### config.mk
export PLATFORM = sky130hd
export DESIGN_NAME = lp_interval_timer
export DESIGN_NICKNAME = d
export VERILOG_FILES = /design/src/rtl/lpt_pkg.sv /design/src/rtl/lpt_datapath.sv /design/src/rtl/lpt_ctrl.sv /design/src/rtl/lp_interval_timer.sv
export SDC_FILE = /design/constraint.sdc
export NUM_CORES = 1
export LEC_CHECK = 0
export BUFFER_PORTS_ARGS = -buffer_cell sky130_fd_sc_hd__buf_2
export CAP_MARGIN = 20
export CORE_ASPECT_RATIO = 1.4
export CORE_MARGIN = 5
export CORE_UTILIZATION = 50
export DETAILED_ROUTE_END_ITERATION = 10
export PLACE_DENSITY = 0.7
export SYNTH_ARGS = -nofsm -noshare
export SYNTH_HDL_FRONTEND = slang
export SYNTH_SLANG_ARGS = --single-unit
### constraint.sdc
create_clock -name clk -period 3.6 [get_ports clk]
set_clock_uncertainty 0.2 [all_clocks]
set_input_delay 0.54 -clock clk [delete_from_list [all_inputs] [get_ports clk]]
set_output_delay 0.54 -clock clk [all_outputs]
set_load 0.03 [all_outputs]
### src/rtl/lpt_pkg.sv
`timescale 1ns/1ps
package lpt_pkg;

  typedef enum logic [1:0] {
    PWR_RUN  = 2'd0,
    PWR_WAIT = 2'd1,
    PWR_DOZE = 2'd2,
    PWR_STOP = 2'd3
  } pwrState_e;

  localparam logic [1:0] ADDR_CTRL = 2'd0;
  localparam logic [1:0] ADDR_MOD  = 2'd1;
  localparam logic [1:0] ADDR_CNT  = 2'd2;

  localparam int BIT_EN    = 0;
  localparam int BIT_RLD   = 1;
  localparam int BIT_FLAG  = 2;
  localparam int BIT_IE    = 3;
  localparam int BIT_OVW   = 4;
  localparam int BIT_DBGF  = 5;
  localparam int BIT_DOZEF = 6;
  localparam int BIT_PSC   = 8;

  typedef struct packed {
    logic tick;
    logic preset;
    logic modWrite;
    logic overwrite;
    logic reload;
  } dpStrobe_t;

endpackage

### src/rtl/lpt_datapath.sv
`timescale 1ns/1ps
module lpt_datapath
  import lpt_pkg::*;
#(
  parameter int CNT_W = 16
) (
  input  logic             clk,
  input  logic             rstN,
  input  dpStrobe_t        stb,
  input  logic [CNT_W-1:0] wdata,
  output logic [CNT_W-1:0] cntRd,
  output logic [CNT_W-1:0] modRd,
  output logic             expire
);

  localparam logic [CNT_W-1:0] ALL_ONES = {CNT_W{1'b1}};
  localparam logic [CNT_W-1:0] ZERO     = {CNT_W{1'b0}};

  logic [CNT_W-1:0] cntReg;
  logic [CNT_W-1:0] modReg;
  logic             directLoad;
  logic             atZero;

  always_comb begin
    atZero     = (cntReg == ZERO);
    directLoad = stb.modWrite && stb.overwrite;
    expire     = stb.tick && atZero;
    cntRd      = cntReg;
    modRd      = modReg;
  end

  always_ff @(posedge clk) begin
    if (!rstN) begin
      modReg <= ALL_ONES;
    end else if (stb.modWrite) begin
      modReg <= wdata;
    end
  end

  always_ff @(posedge clk) begin
    if (!rstN) begin
      cntReg <= ALL_ONES;
    end else if (stb.preset) begin
      cntReg <= modReg;
    end else if (directLoad) begin
      cntReg <= wdata;
    end else if (stb.tick) begin
      if (atZero) cntReg <= stb.reload ? modReg : ALL_ONES;
      else        cntReg <= cntReg - 1'b1;
    end
  end

  p_step_r2: assert property (@(posedge clk) disable iff (!rstN)
    (stb.tick && !stb.preset && !directLoad && cntReg != ZERO)
      |=> cntReg == $past(cntReg) - 1'b1);

  p_reload_r3: assert property (@(posedge clk) disable iff (!rstN)
    (stb.tick && !stb.preset && !directLoad && cntReg == ZERO && stb.reload)
      |=> cntReg == $past(modReg));

  p_wrap_r5: assert property (@(posedge clk) disable iff (!rstN)
    (stb.tick && !stb.preset && !directLoad && cntReg == ZERO && !stb.reload)
      |=> cntReg == ALL_ONES);

  p_hold_r9: assert property (@(posedge clk) disable iff (!rstN)
    (!stb.tick && !stb.preset && !directLoad) |=> $stable(cntReg));

  p_overwrite_r12: assert property (@(posedge clk) disable iff (!rstN)
    (directLoad && !stb.preset) |=> cntReg == $past(wdata));

  p_preset_r13: assert property (@(posedge clk) disable iff (!rstN)
    stb.preset |=> cntReg == $past(modReg));

endmodule

### src/rtl/lpt_ctrl.sv
`timescale 1ns/1ps
module lpt_ctrl
  import lpt_pkg::*;
#(
  parameter int DATA_W = 16,
  parameter int PSC_W  = 4
) (
  input  logic              clk,
  input  logic              rstN,
  input  logic [1:0]        pwrState,
  input  logic              dbgHalt,
  input  logic              busWr,
  input  logic [1:0]        busAddr,
  input  logic [DATA_W-1:0] busWdata,
  input  logic              expire,
  input  logic [DATA_W-1:0] cntRd,
  input  logic [DATA_W-1:0] modRd,
  output logic [DATA_W-1:0] busRdata,
  output logic              irqReq,
  output dpStrobe_t         stb
);

  localparam int DIV_W = (1 << PSC_W) - 1;

  logic             enBit, rldBit, ieBit, ovwBit, dbgFrz, dozeFrz, flag;
  logic [PSC_W-1:0] pscSel;
  logic [DIV_W-1:0] presc;
  logic [DIV_W:0]   maskFull;
  logic [DIV_W-1:0] mask;
  logic             frozen, active, tick, ctrlWr, modWr, restart;
  logic [DATA_W-1:0] ctrlRd;
  pwrState_e        pState;

  always_comb begin
    pState   = pwrState_e'(pwrState);
    frozen   = (pState == PWR_STOP)
            || (pState == PWR_DOZE && dozeFrz)
            || (dbgHalt && dbgFrz);
    active   = enBit && !frozen;
    maskFull = ({{DIV_W{1'b0}}, 1'b1} << pscSel) - 1'b1;
    mask     = maskFull[DIV_W-1:0];
    tick     = active && ((presc & mask) == mask);
    ctrlWr   = busWr && (busAddr == ADDR_CTRL);
    modWr    = busWr && (busAddr == ADDR_MOD);
    restart  = modWr && ovwBit;

    stb.tick      = tick;
    stb.preset    = !enBit;
    stb.modWrite  = modWr;
    stb.overwrite = ovwBit;
    stb.reload    = rldBit;

    ctrlRd = '0;
    ctrlRd[BIT_EN]    = enBit;
    ctrlRd[BIT_RLD]   = rldBit;
    ctrlRd[BIT_FLAG]  = flag;
    ctrlRd[BIT_IE]    = ieBit;
    ctrlRd[BIT_OVW]   = ovwBit;
    ctrlRd[BIT_DBGF]  = dbgFrz;
    ctrlRd[BIT_DOZEF] = dozeFrz;
    ctrlRd[BIT_PSC +: PSC_W] = pscSel;

    case (busAddr)
      ADDR_CTRL: busRdata = ctrlRd;
      ADDR_MOD:  busRdata = modRd;
      ADDR_CNT:  busRdata = cntRd;
      default:   busRdata = '0;
    endcase

    irqReq = flag && ieBit;
  end

  always_ff @(posedge clk) begin
    if (!rstN) begin
      enBit   <= 1'b0;
      rldBit  <= 1'b0;
      ieBit   <= 1'b0;
      ovwBit  <= 1'b0;
      dbgFrz  <= 1'b0;
      dozeFrz <= 1'b0;
      pscSel  <= '0;
    end else if (ctrlWr) begin
      enBit   <= busWdata[BIT_EN];
      rldBit  <= busWdata[BIT_RLD];
      ieBit   <= busWdata[BIT_IE];
      ovwBit  <= busWdata[BIT_OVW];
      dbgFrz  <= busWdata[BIT_DBGF];
      dozeFrz <= busWdata[BIT_DOZEF];
      pscSel  <= busWdata[BIT_PSC +: PSC_W];
    end
  end

  always_ff @(posedge clk) begin
    if (!rstN)                          flag <= 1'b0;
    else if (expire)                    flag <= 1'b1;
    else if (ctrlWr && busWdata[BIT_FLAG]) flag <= 1'b0;
  end

  always_ff @(posedge clk) begin
    if (!rstN)                  presc <= '0;
    else if (!enBit || restart) presc <= '0;
    else if (active)            presc <= tick ? '0 : presc + 1'b1;
  end

  p_flag_set_r4: assert property (@(posedge clk) disable iff (!rstN)
    expire |=> flag);

  p_flag_clear_r4: assert property (@(posedge clk) disable iff (!rstN)
    (ctrlWr && busWdata[BIT_FLAG] && !expire) |=> !flag);

  p_stop_hold_r11: assert property (@(posedge clk) disable iff (!rstN)
    (pwrState == PWR_STOP && enBit && !modWr) |=> $stable(presc));

  p_disabled_div_r7: assert property (@(posedge clk) disable iff (!rstN)
    (!enBit) |=> presc == '0);

endmodule

### src/rtl/lp_interval_timer.sv
`timescale 1ns/1ps
module lp_interval_timer
  import lpt_pkg::*;
#(
  parameter int DATA_W = 16,
  parameter int PSC_W  = 4
) (
  input  logic              clk,
  input  logic              rstN,
  input  logic [1:0]        pwrState,
  input  logic              dbgHalt,
  input  logic              busWr,
  input  logic [1:0]        busAddr,
  input  logic [DATA_W-1:0] busWdata,
  output logic [DATA_W-1:0] busRdata,
  output logic              irqReq
);

  dpStrobe_t         stb;
  logic              expire;
  logic [DATA_W-1:0] cntRd;
  logic [DATA_W-1:0] modRd;

  lpt_ctrl #(.DATA_W(DATA_W), .PSC_W(PSC_W)) u_ctrl (
    .clk(clk), .rstN(rstN), .pwrState(pwrState), .dbgHalt(dbgHalt),
    .busWr(busWr), .busAddr(busAddr), .busWdata(busWdata),
    .expire(expire), .cntRd(cntRd), .modRd(modRd),
    .busRdata(busRdata), .irqReq(irqReq), .stb(stb)
  );

  lpt_datapath #(.CNT_W(DATA_W)) u_dp (
    .clk(clk), .rstN(rstN), .stb(stb), .wdata(busWdata),
    .cntRd(cntRd), .modRd(modRd), .expire(expire)
  );

endmodule

======== Yosys cells after proc, flatten, opt, wreduce, memory -nomap -nowiden ========
Index checks and enable logic that the tools add are counted.
cells by class
  add/subtract/negate cells ............... 3
  multiply operators ...................... 0
  div/mod/pow operators ................... 0
  $lt $le $gt $ge ......................... 0
  eq/ne operators ......................... 6
  shifts and indexed selects .............. 1
  muxes and demuxes ....................... 9
  bitwise gates (word level) .............. 2
  reduce and logical (&&, ||, !) cells .... 19
operators with widths
  cell                   count
  $mux 16                5
  $pmux 16 s3            1
  $logic_not 16->1       1
  $sub 16x1->16 const B  1
  $add 15x1->15 const B  1
  $and 15x15->15         1
  $eq 15x15->1           1
  $mux 15                1
  $shl 1x4->15 const A   1
  $sub 15x1->15 const B  1
  $logic_and 1x1->1      10
  $eq 2x2->1 const B     3
  $logic_or 1x1->1       3
  $ne 3x3->1 const B     1
  $eq 2x1->1 const B     1
  $logic_not 1->1        2
  $logic_not 2->1        1
  $mux 1                 2
  $reduce_bool 2->1      1
  $reduce_or 2->1        1
  $not 1->1              1
storage, ports and cells
  bits in registers ....................... 58
  latch bits .............................. 0
  bits in writable memories ............... 0
  bits in read-only memories .............. 0
  memories kept ........................... 0

======== Logic depth before layout (Yosys ltp) ========
Gate-level depths: netlist of run 1.
  depth after elaboration ................. 10
  mapped depth ............................ 13
  mapped depth without buffers ............ 9

======== Cells and area by module ========
From an unflattened synthesis of run 1, not the netlist that was laid out.
second synthesis, totals
  cells, all modules ...................... 496
  area, all modules ....................... 3906.2 um2
modules (own cells, without submodules)
  module        times used  cells an instance  area an instance (um2)  sequential area each (um2)
  lpt_datapath  1           272                2192.1                  640.6
  lpt_ctrl      1           224                1714.1                  520.5

======== Worst setup path before layout of run 1 ========
OpenSTA, ideal clock, no wires.
  path type ............................... reg-to-reg
  start point ............................. reg u_ctrl.pscSel[3]
  end point ............................... reg u_dp.cntReg[12], in the netlist u_dp.cntRd[12]
  setup time .............................. 123 ps
  arrival ................................. 2830 ps
  data required time ...................... 3277 ps
  path slack .............................. 447 ps
  stages on the path, launching flop included .. 12
  path buffers ............................ 2
  period minus slack after synthesis ...... 3153 ps
  cells stage by stage .................... dfxtp_1 > clkbuf_1 > nor3_1 > nand2b_1 > ha_1 > clkbuf_1 > or4_1 > a211oi_1 > a2111oi_0 > o211a_2 > a21oi_2 > mux2_1
on the way
  word-level cells in the longest chain between the ends .. 6
ends and longest elaborated chain
  item                             RTL line            RTL
  from (decl)                      lpt_ctrl.sv:26      logic [PSC_W-1:0] pscSel;
  from (signal assigned)           lpt_ctrl.sv:89      pscSel <= busWdata[BIT_PSC +: PSC_W];
  $shl 1x4->15 (*)                 lpt_ctrl.sv:40      maskFull = ({{DIV_W{1'b0}}, 1'b1} << pscSel) - 1'b1;
  $sub 15x1->15 (*)                lpt_ctrl.sv:40
  $and 15x15->15                   lpt_ctrl.sv:42      tick = active && ((presc & mask) == mask);
  $eq 15x15->1 (*)                 lpt_ctrl.sv:42
  $logic_and 1x1->1 (*)            lpt_ctrl.sv:42
  $ne 3x3->1 (no source line) (*)  --
  to (signal assigned)             lpt_datapath.sv:46  cntReg <= wdata;
  to (signal assigned)             lpt_datapath.sv:48  if (atZero) cntReg <= stb.reload ? modReg : ALL_ONES;
  to (signal assigned)             lpt_datapath.sv:49  else cntReg <= cntReg - 1'b1;
  to (decl)                        lpt_datapath.sv:19  logic [CNT_W-1:0] cntReg;
Mark *: on every way between the ends. The rest lies on a longest branch, timed or not.
A chain may end at the register's enable or synchronous reset.

======== Final worst setup path of run 1 ========
  start point ............................. reg u_ctrl.pscSel[0]
  end point ............................... reg u_dp.cntReg[10], in the netlist u_dp.cntRd[10]
Same word-level chain as after synthesis.

==> results of run 1 <==
cells by family after synthesis:
| family | share of synthesized area (%) |
|---|---|
| and+or+nand+nor | 26.71 |
| buffers and inverters | 5.542 |
| xor gates and xnor gates | 4.703 |
| DFF | 31.17 |
| adders and majority gates | 1.344 |
| muxes | 7.625 |
| AOI/OAI and AO/OA | 22.91 |
cell type report:
cell class | count | area share, %
Tap cell | 97 | 2.859
Clock inverter | 4 | 1.208
Sequential cell | 58 | 27.38
Clock buffer | 12 | 3.419
Multi-Input combinational cell | 379 | 55.64
Timing Repair Buffer | 59 | 8.075
Inverter | 16 | 1.415
cell usage after synthesis (8+ instances only):
| cell type | number |
|---|---|
| o211ai_1 | 13 |
| clkbuf_1 | 29 |
| xor2_1 | 15 |
| a21oi_1 | 24 |
| inv_1 | 16 |
| nor3_1 | 21 |
| nor2_1 | 38 |
| dfxtp_1 | 58 |
| nand3_1 | 20 |
| o221ai_1 | 8 |
| nand2_1 | 71 |
| a31oi_1 | 14 |
| o21ai_0 | 26 |
| mux2i_1 | 25 |
worst max-delay path by stage:
stage / cells after the start / slack [ps] / endpoint
6_report: 9 / 240 / u_dp.cntRd[10]
5_1_grt: 9 / 50 / u_dp.cntRd[10]
4_1_cts: 9 / 180 / u_dp.cntRd[8]
3_5_place_dp: 9 / 200 / u_dp.cntRd[8]
3_3_place_gp: 9 / 300 / u_dp.cntRd[8]
2_1_floorplan: 11 / 450 / u_dp.cntRd[12]
state kept, by name (all words and copies together), names as in the netlist:
name and count:
u_ctrl.ovwBit 1, u_dp.cntRd 16, u_ctrl.flag 1, u_ctrl.dbgFrz 1, u_ctrl.presc 15, u_ctrl.ieBit 1, u_ctrl.pscSel 4, u_ctrl.rldBit 1
u_dp.modRd 16, u_ctrl.dozeFrz 1, u_ctrl.enBit 1
power groups by stage:
stage               clock network, mW  registers [mW]  logic (mW)
finish                          0.619           0.690       0.260
global placement                    0           0.703       0.256
floorplan                           0           0.692       0.186
CTS                             0.625           0.689       0.259
global route                    0.656           0.693       0.285
detailed placement                  0           0.704       0.258
worst min-delay path, cell delays in order:
cell and delay (ps):
buf_2 90, nand2_1 50, nand3_1 60
routing by layer:
metal	vias up	routed length (um)
met4	0	388
met1	1804	4557
met3	32	612
met5	-	0
met2	144	5687
li1	1849	-
cells in the final DEF, fill, tap and decap left out, drive strengths merged, types with 2 or more instances in the layout:
master and count:
a31oi 14, nor2 39, and2 4, o21ai 28
nor3b 3, nor2b 6, mux2i 25, nand2b 6
nor4 4, o22ai 4, or4b 2, a2111oi 5
nand3 20, dfxtp 58, o31ai 3, clkbuf 12
nand4b 3, buf 59, a211o 2, or4 4
o21a 2, o221ai 8, a21oi 25, xor2 15
nand2 72, a211oi 3, nand4 6, a21boi 2
inv 16, clkinv 2, nor3 21, and3 6
xnor2 5, a41oi 2, o211ai 13, a22o 7
mux2 3, ha 4
timing repair:
item                                   in CTS  in global routing
gates resized for setup                     0                  1
endpoints found under the hold margin       0                  0
setup endpoints to repair                   0                  1
==> flow_summary.yaml, run 1 <==
power_and_ir_drop:
  seq_power_share_pct: 44.0
  pwr-share-clk_pct: 39.4
  swShare_pct: 30.17
  power.internal_mw: 1.096
  power_switching_mw: 0.4736
  power_frac_comb_pct: 16.6
  total_power_mw: 1.570
  p_leak_nw: 1.645
  vdd_drop_max_mv: 0.2518
  powerDensity_nw_per_um2: 369.8
placed_design:
  routabilityCongestion: 0.9526
  placed_cells: 609
  place_area_um2: 4048
  io_buffers: 40
  pre_cts_ws_ps: 203.4
  dp_hpwl_um: 8071
timing:
  timing.setup.tns_ps: 0
  rsz0062_at_grt: "false"
  worst_slew_pin_slew_ps: 1115
  min_period_ps: 3356
  drv_slew: 0
  fmax_ghz: 0.2980
  worst_slack_ps: 244.1
  setup_viol: 0
  slew_headroom_pct: 25.07
  period_share_pct: 93.22
  holdWs_ps: 227.1
  hold_viol: 0
layout:
  fillers: 724
  fin_area_um2: 4245
  postLayoutCoreUtil_pct: 58.04
  multi_input_area_um2: 2362
  num-nets-final: 551
  final_cells: 625
  antenna_cells: 0
  drive_gt1_share_pct: 16.67
  area_growth_pct: 13.97
  seqCellArea_um2: 1162
grt:
  grtUsageTotal_pct: 24.16
  grt_max_degree: 37
  use_met2_pct: 42.02
  grt_first_pass_wirelength_um: 18490
  grt_pass1_vias: 3689
  grt.busiest_layer: "met2"
  antenna_found_initial: 0
  grt-ovfl-total: 0
  use_met1_pct: 28.55
  grt_use_met3_pct: 3.891
clock_network:
  cts_tree: "done"
  clk_latency_ps: 340
  cts_hold_buf: 0
  clockBufferDepth: 2
  numCtsBuffers: 9
  post-cts-setup-buffers: 0
  htreeDepth: 3
  cts-root-buf: "clkbuf_8"
  clock-sinks: 58
  cts.clk_slew.worst_paths_ps: 70
detailed_routing:
  vias: 3829
  ant_nets: 0
  via_per_inst: 6.126
  dr.pass1.iters: 5
  first_iter_violations: 297
  routed_wl_um: 11250
  drc_errors: 0
  routedWlPerCell_um: 17.99
min_path:
  hold_start: "busWdata[15]"
  whs_path_depth: 3
  hold_class: "in2reg"
  holdPathEnd: "u_dp.modRd[15]"
yosys:
  synth_cell_types: 60
  synth-edff-count: 0
  post-synth-top-area-fraction_pct: 31.17
  syn_inst: 489
  avgSynthCellArea_um2: 7.617
  synth_top_cell_by_area: "dfxtp_1"
  yosysSeqAreaShare_pct: 31.17
  synthArstFlopShare_pct: 0
  syn_area_um2: 3725
  synth_seq_cells: 58
  synth_nets: 517
  yosys_warnings: 0
  yosys-top-cells-area: "dfxtp_1, nand2_1, mux2i_1, nor2_1, xor2_1"
  dominantRegCellSynth: "dfxtp_1"
die:
  die_area_um2: 9300
  core-area_um2: 7315
  pin_count: 41
  num_rows: 37
  start_util_pct: 50.92
  die_h_um: 112.1
  die_w_um: 82.95
worst_setup_path:
  start_kind: "flip-flop"
  critPathLaunch: "u_ctrl.pscSel[0]"
  crit_type: "reg2reg"
  path_buf_inv: 0
  crit_chain: "nor3_1 > nand2b_1 > ha_1 > nand2_1 > nor3_1 > or4_4 > or4b_1 > o21ai_4 > mux2i_1"
  arrival_ps: 3420
  worst_path_most_repeated_cell: "nor3_1"
  reg2reg_to: "u_dp.cntRd[10]"
  crit_family: "simple AND/OR/NAND/NOR gates"
  critPathRequiredTime_ps: 3670
  worstPathMaxFanout: 13
  regToRegStartpoint: "u_ctrl.pscSel[0]"
  max_stage_delay_ps: 680
  reg2reg_setup_slack_ps: 240
  slowest_stage: "or4b_1"
  endpoint_kind: "flip-flop"
  r2r_cells: 9
flow_run:
  maxCapViolations: 0
outcome:
  status: "completed"
(Power assumes the default switching activity.)
==> inputs of run 2 (changes only) <==
--- a/config.mk
+++ b/config.mk
@@ -5,6 +5,7 @@
 export SDC_FILE = /design/constraint.sdc
 export NUM_CORES = 1
 export LEC_CHECK = 0
+export ABC_AREA = 1
 export BUFFER_PORTS_ARGS = -buffer_cell sky130_fd_sc_hd__buf_2
 export CAP_MARGIN = 20
 export CORE_ASPECT_RATIO = 1.4
==> flow_summary.yaml, run 2 <==
clock_network:
  clockBufferDepth: 2
  clk_latency_ps: 350
  cts_hold_buf: 0
  numCtsBuffers: 9
  cts-root-buf: "clkbuf_8"
  post-cts-setup-buffers: 0
  cts.clk_slew.worst_paths_ps: 60
  cts_resized: 0
  cts_tree: "done"
  clock-sinks: 58
  htreeDepth: 3
layout:
  area_growth_pct: 10.09
  layout_common_cells: "nand2_1, nor2_1, nand3_1"
  final_cells: 759
  num-nets-final: 682
  drive_gt1_share_pct: 13.66
  antenna_cells: 0
  layout_commonest_cell: "nand2_1"
die:
  die_area_um2: 9619
  num_rows: 38
  die_h_um: 114.1
  start_util_pct: 50.52
  pin_count: 41
  core-area_um2: 7655
  die_w_um: 84.33
timing:
  period_share_pct: 73.42
  hold_viol: 0
  min_period_ps: 2643
  worst_slew_pin_slew_ps: 511.9
  rsz0062_at_grt: "false"
  timing.setup.tns_ps: 0
  drv_slew: 0
  setup_viol: 0
  fmax_ghz: 0.3784
  slew_headroom_pct: 65.79
  worst_slack_ps: 957.0
worst_setup_path:
  worstPathMaxFanout: 19
  crit_chain: "clkinv_1 > o221ai_1 > buf_2"
  endpoint_kind: "output port"
  max_stage_delay_ps: 470
  crit_type: "reg2out"
  arrival_ps: 1900
  start_kind: "flip-flop"
  critPathRequiredTime_ps: 2860
  slowest_stage: "dfxtp_1"
yosys:
  synth-edff-count: 0
  syn_area_um2: 3867
  post-synth-top-area-fraction_pct: 30.02
  synth_seq_cells: 58
  dominantRegCellSynth: "dfxtp_1"
  synth_top_cell_by_area: "dfxtp_1"
  yosys_warnings: 0
  synth_common_cells: "nand2_1, nor2_1, nand3_1, dfxtp_1, inv_1"
  syn_inst: 621
  avgSynthCellArea_um2: 6.228
  yosys-top-cells-area: "dfxtp_1, nand2_1, nand3_1, nor2_1, a21oi_1"
  synthMostInstantiatedCell: "nand2_1"
  synth_cell_types: 34
  synthArstFlopShare_pct: 0
  yosysSeqAreaShare_pct: 30.02
  synth_nets: 649
detailed_routing:
  vias: 4143
  via_per_inst: 5.458
  dr.pass1.iters: 5
  routed_wl_um: 12580
  ant_nets: 0
  drc_errors: 0
  routedWlPerCell_um: 16.57
  first_iter_violations: 363
grt:
  grt-ovfl-total: 0
  grt_pass1_vias: 4053
  antenna_found_initial: 0
  grtUsageTotal_pct: 26.88
  grt_max_degree: 43
  grt_first_pass_wirelength_um: 19990
placed_design:
  placed_cells: 743
  io_buffers: 40
  pre_cts_ws_ps: 939.0
  dp_hpwl_um: 9885
  routabilityCongestion: 1.058
power_and_ir_drop:
  p_leak_nw: 1.985
  total_power_mw: 1.555
  vdd_drop_max_mv: 0.1986
  powerDensity_nw_per_um2: 365.3
min_path:
  hold_class: "in2reg"
flow_run:
  maxCapViolations: 0
outcome:
  status: "completed"
[run 2: logic make-up after synthesis]
kind of cell    count (synthesis)  synth area share (%)
compound gates                 97                 14.62
fa+ha+maj                       4                 1.294
xor+xnor                       15                 3.397
buf+inv                        83                 9.090
simple gates                  364                 41.57
flops                          58                 30.02
[run 2: stage by stage]
stage,cell area (um^2),utilization [%],hold slack (ps)
after floorplan,3867,-,253.4
after global placement,4093,53.47,276.9
after detailed placement,4093,53.47,289.8
after CTS,4258,55.62,211.8
after global routing,4258,55.62,234.5
final,4258,55.62,226.2
[run 2: metal layers]
| metal | vias to the layer above | GRT usage (%) | wire length [um] |
|---|---|---|---|
| met1 | 1838 | 27.57 | 4712 |
| met2 | 146 | 46.52 | 6142 |
| met3 | 66 | 5.040 | 601 |
| li1 | 2093 | - | - |
| met4 | 0 | 23.23 | 1119 |
| met5 | - | 0 | 0 |
[run 2: critical path: cells and delay by family (launching register included)]
kind	cells	cell delay, ps
buffers and inverters	2	730
DFF	1	470
AOI/OAI and AO/OA	1	350
[run 2: worst paths after layout]
path / start / depth (start not counted) / slack, ps / end
worst max register to register: u_dp.cntRd[0] / 11 / 990 / u_dp.cntRd[8]
worst min register to register: u_ctrl.flag / 2 / 300 / u_ctrl.flag
worst max-delay path: u_ctrl.enBit / 3 / 960 / busRdata[0]
worst min-delay path: busWdata[14] / 3 / 230 / u_dp.modRd[14]
[run 2: cell type report]
cell class,instances,area [um^2]
Tap cell,100,125.1
Timing Repair Buffer,42,215.2
Fill cell,806,3397
Sequential cell,58,1161
Inverter,63,236.5
Multi-Input combinational cell,480,2355
Clock inverter,2,12.51
Clock buffer,14,152.6
[run 2: power by group]
part	switching, mW	leakage, nW	total [mW]	internal [mW]
clock network	0.262	0.0807	0.531	0.268
registers	0.0328	0.474	0.701	0.669
logic	0.223	1.43	0.323	0.101
total	0.518	1.98	1.56	1.04
==> inputs of run 3 (changes only) <==
--- a/config.mk
+++ b/config.mk
@@ -12,7 +12,7 @@
 export CORE_MARGIN = 5
 export CORE_UTILIZATION = 50
 export DETAILED_ROUTE_END_ITERATION = 10
-export PLACE_DENSITY = 0.7
+export PLACE_DENSITY = 0.72
 export SYNTH_ARGS = -nofsm -noshare
 export SYNTH_HDL_FRONTEND = slang
 export SYNTH_SLANG_ARGS = --single-unit
==> constraint.sdc (replaced) <==
create_clock -name clk -period 2.2 [get_ports clk]
set_clock_uncertainty 0.2 [all_clocks]
set_input_delay 0.33 -clock clk [delete_from_list [all_inputs] [get_ports clk]]
set_output_delay 0.33 -clock clk [all_outputs]
set_load 0.03 [all_outputs]
==> flow_summary.yaml, run 3 (same netlist as run 2, synthesis figures left out) <==
timing:
  timing.setup.tns_ps: -181.1
  holdWs_ps: 18.29
  setup_viol: 9
  worst_slew_pin_slew_ps: 645.5
  hold_viol: 0
  rsz0062_at_grt: "true"
  period_share_pct: 101.6
  fmax_ghz: 0.4474
  min_period_ps: 2235
  drv_slew: 0
  worst_slack_ps: -35.30
  slew_headroom_pct: 56.80
worst_setup_path:
  critPathLaunch: "u_ctrl.pscSel[2]"
  critPathRequiredTime_ps: 2230
  worstPathMaxFanout: 7
  path_buf_inv: 1
  crit_chain: "nor2_4 > nand3_2 > ha_4 > nor2_1 > nor2_1 > nand2_1 > nor2_2 > nand3_2 > nor2_4 > nand3_4 > clkbuf_16 > nand3_2 > nand3_2"
  cp.depth: 13
  endpoint_kind: "flip-flop"
  crit_family: "simple AND/OR/NAND/NOR gates"
  slowest_stage: "dfxtp_2"
  start_kind: "flip-flop"
  crit_type: "reg2reg"
  max_stage_delay_ps: 330
  arrival_ps: 2270
  worst_path_most_repeated_cell: "nand3_2"
  regToRegStartpoint: "u_ctrl.pscSel[2]"
  r2r_cells: 13
placed_design:
  io_buffers: 40
  place_area_um2: 4423
  pre_cts_ws_ps: -12.03
  placed_cells: 787
  dp_hpwl_um: 10660
  routabilityCongestion: 1.037
detailed_routing:
  routed_wl_um: 14340
  dr.pass1.iters: 5
  drc_errors: 0
  via_per_inst: 5.670
  vias: 4593
  routedWlPerCell_um: 17.70
  first_iter_violations: 444
  ant_nets: 0
power_and_ir_drop:
  total_power_mw: 2.788
  p_leak_nw: 2.291
  powerDensity_nw_per_um2: 566.7
  vdd_drop_max_mv: 0.5458
grt:
  grtUsageTotal_pct: 29.19
  grt-ovfl-total: 0
  grt_first_pass_wirelength_um: 21730
  grt_pass1_vias: 4376
  antenna_found_initial: 0
  grt_max_degree: 43
layout:
  layout_commonest_cell: "nand2_1"
  postLayoutCoreUtil_pct: 64.27
  layout_common_cells: "nand2_1, nor2_1, inv_1"
  drive_gt1_share_pct: 25.63
  fin_area_um2: 4920
  antenna_cells: 0
  num-nets-final: 733
  final_cells: 810
  area_growth_pct: 27.21
min_path:
  hold_class: "in2reg"
  hold_start: "busWdata[14]"
  whs_path_depth: 3
flow_run:
  maxCapViolations: 0
die:
  pin_count: 41
  num_rows: 38
  die_area_um2: 9619
  start_util_pct: 50.52
  die_h_um: 114.1
  core-area_um2: 7655
  die_w_um: 84.33
clock_network:
  clockBufferDepth: 2
  cts_tree: "done"
  clock-sinks: 58
  cts-root-buf: "clkbuf_8"
  clk_latency_ps: 350
  htreeDepth: 3
  numCtsBuffers: 9
  cts.clk_slew.worst_paths_ps: 70
outcome:
  failed_checks: "setup timing"
  status: "finished, violations left"
## run 3: layout make-up
class,instances,area (um^2)
repair buffers,92,639.4
well taps,100,125.1
fillers,724,2735
clock buffers,9,123.9
clock inverters,7,68.82
inverters,63,236.5
flip-flops and latches,58,1169
multi-input cells,481,2557
## run 3: tightest hold or removal path, cell delays in order
cell,delay [ps]
buf_2,90
nand2_1,50
o211ai_1,70
## run 3: where the power goes
part           internal, mW  switching, mW
Sequential             1.09         0.0473
Clock                 0.520          0.484
Combinational         0.228          0.414
## run 3: repair_timing
action | in CTS | in global routing
setup endpoints to repair | 16 | 32
resized for setup | 5 | 45
pin swaps | 0 | 21
cloned | 0 | 2
buffers inserted | 0 | 3
hold buffers | 2 | 0
hold endpoints to repair | 2 | 0
## run 3: worst paths after layout
| check | to | slack (ps) |
|---|---|---|
| max | u_dp.cntRd[12] | -40 |
| min | u_dp.modRd[14] | 20 |
| max reg2reg | u_dp.cntRd[12] | -40 |
| min reg2reg | u_ctrl.flag | 290 |
## run 3: per-layer routing
metal / global-route usage, % / wire length [um] / vias up
met4: 18.16 / 915 / 0
li1: - / - / 2207
met3: 5.184 / 848 / 56
met2: 53.16 / 7282 / 219
met5: 0 / 0 / -
met1: 30.84 / 5293 / 2111
